<file path="src/rtl/adc_corr_pkg.sv">
// Shared types and helpers for the pipelined ADC correction block.
// Assumes two-bit decision codes; code 3 is illegal for a redundant stage.
package adc_corr_pkg;

    typedef logic [1:0] dcode_t;

    localparam dcode_t CODE_ILLEGAL = 2'd3;

    // Cycles a front-stage lane must wait so it meets the flash code.
    function automatic int lane_lag(input int stage_idx, input int lanes_per_clk,
                                    input int skew_max);
        return skew_max - (stage_idx / lanes_per_clk);
    endfunction

endpackage

</file>
<file path="src/rtl/adc_code_deskew.sv">
// Delays each front-stage lane so all codes of one sample line up with
// the flash code. Assumes lanes arrive LANES_PER_CLK per clock in stage
// order, stage 0 first; a lane whose lag works out to zero is passed through.
module adc_code_deskew
    import adc_corr_pkg::*;
#(
    parameter int N_RES         = 8,
    parameter int LANES_PER_CLK = 2
) (
    input  logic                 clk,
    input  logic                 rst_n,
    input  logic [2*N_RES-1:0]   raw_codes,
    output logic [2*N_RES-1:0]   aligned_codes
);

    localparam int SKEW_MAX = N_RES / LANES_PER_CLK;

    for (genvar k = 0; k < N_RES; k++) begin : g_lane
        localparam int LAG = lane_lag(k, LANES_PER_CLK, SKEW_MAX);

        if (LAG == 0) begin : g_pass
            assign aligned_codes[2*k +: 2] = raw_codes[2*k +: 2];
        end else begin : g_dly
            dcode_t taps [LAG];

            // Shift the lane's code one tap per clock; reset empties the line.
            always_ff @(posedge clk) begin
                if (!rst_n) begin
                    for (int i = 0; i < LAG; i++) taps[i] <= '0;
                end else begin
                    taps[0] <= raw_codes[2*k +: 2];
                    for (int i = 1; i < LAG; i++) taps[i] <= taps[i-1];
                end
            end

            assign aligned_codes[2*k +: 2] = taps[LAG-1];
        end
    end

endmodule

</file>
<file path="src/rtl/adc_overlap_sum.sv">
// Adds aligned stage codes at overlapping binary weights (front stage k,
// 0-based, weighs 2^(N_RES-k); flash weighs 1) and clamps to full scale.
// Purely combinational; assumes codes are already time-aligned.
module adc_overlap_sum
    import adc_corr_pkg::*;
#(
    parameter int N_RES = 8
) (
    input  logic [2*N_RES-1:0]  codes,
    input  logic [1:0]          flash,
    output logic [N_RES+1:0]    word,
    output logic                sat,
    output logic                legal
);

    localparam int OUT_W = N_RES + 2;
    localparam int SUM_W = OUT_W + 1;
    localparam logic [SUM_W-1:0] MAXV = SUM_W'((1 << OUT_W) - 1);

    logic [SUM_W-1:0] acc;

    // Weighted sum of all lanes and legality scan of the front codes.
    always_comb begin
        acc   = SUM_W'(flash);
        legal = 1'b1;
        for (int k = 0; k < N_RES; k++) begin
            acc = acc + (SUM_W'(codes[2*k +: 2]) << (N_RES - k));
            if (codes[2*k +: 2] == CODE_ILLEGAL) legal = 1'b0;
        end
    end

    // Pin to the top code when the sum leaves the output range.
    always_comb begin
        sat  = (acc > MAXV);
        word = sat ? MAXV[OUT_W-1:0] : acc[OUT_W-1:0];
    end

endmodule

</file>
<file path="src/rtl/adc_fill_track.sv">
// Raises a sticky valid flag once FILL clocks have passed since reset,
// i.e. once every deskew lane holds post-reset data.
module adc_fill_track #(
    parameter int FILL = 5
) (
    input  logic clk,
    input  logic rst_n,
    output logic valid
);

    localparam int CW = $clog2(FILL + 1);
    localparam logic [CW-1:0] LAST = CW'(FILL - 1);

    logic [CW-1:0] cnt;

    // Count post-reset clocks up to LAST, then hold.
    always_ff @(posedge clk) begin
        if (!rst_n)            cnt <= '0;
        else if (cnt != LAST)  cnt <= cnt + 1'b1;
    end

    // Set valid on the clock that completes the fill; keep it until reset.
    always_ff @(posedge clk) begin
        if (!rst_n) valid <= 1'b0;
        else        valid <= valid | (cnt == LAST);
    end

    AST_NO_EARLY_VALID: assert property (@(posedge clk) disable iff (!rst_n)
        (cnt < LAST) |-> !valid) else $error("valid before fill");

endmodule

</file>
<file path="src/rtl/adc_digital_correct.sv">
// Top of the pipelined ADC correction block: deskews eight redundant
// front-stage lanes against the flash code, adds them at overlapping
// weights, clamps, and registers the word with a fill-qualified strobe.
// Assumes stage lanes arrive two per clock in stage order (see brief).
module adc_digital_correct #(
    parameter int N_RES         = 8,
    parameter int LANES_PER_CLK = 2
) (
    input  logic                 clk,
    input  logic                 rst_n,
    input  logic [2*N_RES-1:0]   stage_codes,
    input  logic [1:0]           flash_code,
    output logic [N_RES+1:0]     out_word,
    output logic                 out_valid
);

    localparam int OUT_W    = N_RES + 2;
    localparam int SKEW_MAX = N_RES / LANES_PER_CLK;
    localparam int FILL     = SKEW_MAX + 1;
    localparam logic [OUT_W-1:0] TOP = '1;

    logic [2*N_RES-1:0] aligned;
    logic [OUT_W-1:0]   sum_word;
    logic               sum_sat;
    logic               sum_legal;
    logic               rst_seen_q;

    adc_code_deskew #(
        .N_RES         (N_RES),
        .LANES_PER_CLK (LANES_PER_CLK)
    ) u_deskew (
        .clk           (clk),
        .rst_n         (rst_n),
        .raw_codes     (stage_codes),
        .aligned_codes (aligned)
    );

    adc_overlap_sum #(
        .N_RES (N_RES)
    ) u_sum (
        .codes (aligned),
        .flash (flash_code),
        .word  (sum_word),
        .sat   (sum_sat),
        .legal (sum_legal)
    );

    adc_fill_track #(
        .FILL (FILL)
    ) u_fill (
        .clk   (clk),
        .rst_n (rst_n),
        .valid (out_valid)
    );

    // Output latch: hold the corrected word for one sampling clock.
    always_ff @(posedge clk) begin
        if (!rst_n) out_word <= '0;
        else        out_word <= sum_word;
    end

    // Remember that the previous edge was a reset edge.
    always_ff @(posedge clk) begin
        rst_seen_q <= !rst_n;
        if (rst_seen_q) begin
            AST_RESET_CLEARS: assert (out_word == '0 && !out_valid)
                else $error("reset left state behind");
        end
    end

    AST_VALID_STICKY: assert property (@(posedge clk) disable iff (!rst_n)
        out_valid |=> out_valid) else $error("valid dropped");

    AST_LEGAL_NO_SAT: assert property (@(posedge clk) disable iff (!rst_n)
        sum_legal |-> !sum_sat) else $error("legal codes saturated");

    AST_SAT_PINS_TOP: assert property (@(posedge clk) disable iff (!rst_n)
        sum_sat |=> (out_word == TOP)) else $error("clamp not applied");

endmodule

</file>
<file path="config.mk">
export PLATFORM = sky130hd
export DESIGN_NAME = adc_digital_correct
export DESIGN_NICKNAME = d
export VERILOG_FILES = /design/src/rtl/adc_corr_pkg.sv /design/src/rtl/adc_code_deskew.sv /design/src/rtl/adc_overlap_sum.sv /design/src/rtl/adc_fill_track.sv /design/src/rtl/adc_digital_correct.sv
export SDC_FILE = /design/constraint.sdc
export NUM_CORES = 1
export LEC_CHECK = 0
export ABC_AREA = 1
export ABC_CLOCK_PERIOD_IN_PS = 2300
export CAP_MARGIN = 0
export CELL_PAD_IN_SITES_DETAIL_PLACEMENT = 0
export CELL_PAD_IN_SITES_GLOBAL_PLACEMENT = 1
export CORE_MARGIN = 4
export CORE_UTILIZATION = 35
export CTS_CLUSTER_SIZE = 12
export DETAILED_ROUTE_END_ITERATION = 12
export MAX_ROUTING_LAYER = met4
export PLACE_DENSITY = 0.83
export SYNTH_ARGS = -nofsm -noshare
export SYNTH_HDL_FRONTEND = slang
export SYNTH_SLANG_ARGS = --single-unit
</file>
<file path="constraint.sdc">
create_clock -name clk -period 2.3 [get_ports clk]
set_input_delay 0.575 -clock clk [delete_from_list [all_inputs] [get_ports clk]]
set_output_delay 0.575 -clock clk [all_outputs]
set_load 0.005 [all_outputs]
</file>
==> summary.md <==
| Metric | Value |
|---|---|
| Status | finished clean |
| CTS tree | yes |
| Core Footprint | 5610 sq um |
| Vias per cell | 3.95 |
| Leak | 0.00148 uW |
| Layout Skew | 10.5 ps |
| Row count | 27 |
| Placed insts | 360 |
| Synth-to-Final Area Change | 24.7% |
| Setup-failing EPs final | 0 |
| Largest net degree at the start of global routing | 41 |
| Proportion of layout cells with a drive suffix above 1 | 0.0574 |
| Antenna-violating nets left | 0 |
| Number of setup buffers added after CTS | 0 |
| Synthesized area per cell | 7.87 sq um |
| Critical Path RT | 2530 ps |
| Initial Util | 0.367 |
| Setup crit start kind | input pin |
| Wire length per cell | 7.87 um |
| CP Class | input pin to flop |
| Via count | 1,452 |
| Routed WL | 2900 um |
| Crit path time final | 1960 ps |
| 1st-pass router iterations | 4 |
| I/O Buffers | 30 |
| Post-CTS resize count | 0 |
| Arrival @ worst endpoint | 2190 ps |
| Post-Synthesis Cells | 262 |
| Total global-route track usage | 0.0899 |
| Path type of the worst min-delay path | flop to flop |
| Mapped Nets | 293 |
| ANT cells | 0 |
| Setup Total Neg Slack | 0 ps |
| Distinct cell type count of the synthesized netlist | 23 |
| Register area share after synthesis | 0.525 |
| RePlAce Congestion | 0.817 |
| Hold-fix buffers, CTS | 0 |
| P per Cell Area | 730 nW/um^2 |
| I/O pin count | 31 |
| Nets | 326 |
| Crit Path Max Fanout | 3 |
| Tightest Pin Transition | 353 ps |
| Total chip power | 1870 uW |
| Num CTS Buffers | 5 |
| Dpl ws | 9.63 ps |
| Vias in the first global route | 1,236 |
| Slew Limit Fails | 0 |
| DR iter-0 viols | 45 |
| DIE WIDTH | 84.7 um |
| Initial antenna violation count | 0 |
| Maximum clock frequency | 510 MHz |
| Final hold vios | 0 |
| Gr ovfl total | 0 |
| Die ar. | 7180 sq um |
| Clock transition at the registers of the reported paths | 90 ps |
| Clock Latency Late Sink | 300 ps |
| CTS Root Cell | clkbuf_8 |
| Clock tree sinks | 54 |
| Worst setup margin | 339 ps |
| Critical Path End Type | flop |
| Cell area after synthesis | 2060 sq um |
| Yosys warns | 0 |
| First-pass GRT wire length | 5120 um |
| Final Cycle Share | 0.852 |
| DRC | 0 |
| Register bit total from synthesis | 54 |
| RSZ-0062 raised after global routing | false |
| Finished Core Util | 0.458 |
| Max Root-Sink Buffers | 2 |
| Slew margin rel. | 0.764 |
| Max H-tree Level | 2 |
| Non-filler cells, final | 368 |
| Post-detail-place hpwl | 2180 um |
| Chip height | 84.7 um |
| Worst vdd ir | 400 uV |
| MaxCap Viol Count | 0 |
-- layer usage --
metal	global-route usage	share of wire	vias to the layer above
met5	-	0	-
met4	0.0302	0.013	0
met3	0.0373	0.072	4
met2	0.146	0.43	28
met1	0.0996	0.49	596
li1	-	-	824
-- power breakdown --
part,switching [uW],total (uW),internal [uW]
clock,288,646,358
combinational,92.4,202,110
sequential,26.6,1030,1000
-- cell families after synthesis --
family / count (synthesis) / share of synthesized area
compound gates: 16 / 0.0455
xor+xnor: 4 / 0.0170
fa+ha+maj: 11 / 0.0704
buf+inv: 70 / 0.131
flops: 54 / 0.525
simple gates: 107 / 0.212
-- stage by stage --
step	area, sq um	hold WS (ps)
after floorplan	2060	390
after global placement	2450	392
after detailed placement	2450	395
after CTS	2570	419
after global routing	2570	434
final	2570	417
-- Yosys cell counts --
cell type | n | area, sq um
nand2_2 | 2 | 12.5
ha_1 | 10 | 125
nand3_1 | 8 | 40.0
clkbuf_1 | 1 | 3.75
nor2_1 | 11 | 41.3
nand4_1 | 1 | 6.26
nand2_1 | 80 | 300
o21ai_0 | 6 | 30.0
clkinv_1 | 1 | 3.75
inv_2 | 1 | 3.75
xnor2_1 | 2 | 17.5
nand3_2 | 1 | 10.0
inv_1 | 62 | 233
buf_2 | 4 | 20.0
a21boi_4 | 1 | 18.8
clkinv_2 | 1 | 5.00
dfxtp_1 | 54 | 1080
a21oi_1 | 9 | 45.0
fa_1 | 1 | 20.0
nand3b_1 | 1 | 7.51
nor2_2 | 2 | 12.5
or2_1 | 1 | 6.26
xor2_1 | 2 | 17.5
-- registers in the layout (all words and copies together), names as in the netlist --
register / cells
out_word: 10
u_deskew.g_lane.g_dly.taps: 40
u_fill.valid: 1
u_fill.cnt: 3
-- worst paths after layout --
check / startpoint / endpoint / slack [ps] / cells after the start
hold reg to reg: u_deskew.g_lane[4].g_dly.taps[0][1] / u_deskew.g_lane[4].g_dly.taps[0][3] / 420 / 2
setup / recovery: flash_code[1] / out_word[9] / 340 / 10
hold / removal: u_deskew.g_lane[4].g_dly.taps[0][1] / u_deskew.g_lane[4].g_dly.taps[0][3] / 420 / 2
setup reg to reg: u_deskew.g_lane[7].g_dly.taps[0][0] / out_word[9] / 740 / 9
-- area by class of cell --
type,count,area (sq um)
inverter,65,245
clock inverter,2,38.8
clock buffer,6,82.6
fill,577,3040
multi-input combinational,138,711
tap,72,90.1
timing repair buffer,31,320
sequential,54,1080
-- cells in the final DEF (no fill, tap or decap), types with 2 or more instances in the layout --
| master | count |
|---|---|
| nor2_1 | 11 |
| clkbuf_8 | 6 |
| clkdlybuf4s50_1 | 30 |
| nor2_2 | 2 |
| nand3_1 | 8 |
| xor2_1 | 2 |
| a21oi_1 | 9 |
| ha_1 | 10 |
| xnor2_1 | 2 |
| nand2_2 | 2 |
| inv_1 | 62 |
| nand2_1 | 80 |
| dfxtp_1 | 54 |
| o21ai_0 | 6 |
-- worst max-delay path, cell delays in order --
cell             delay, ps
clkdlybuf4s50_1        400
ha_1                   240
fa_1                   430
nand3_1                 90
nand3_1                100
nand2_1                100
nand2_1                 50
nand2_1                 60
nand2_1                 50
a21oi_1                110
Power figures use the tool's default switching activity.
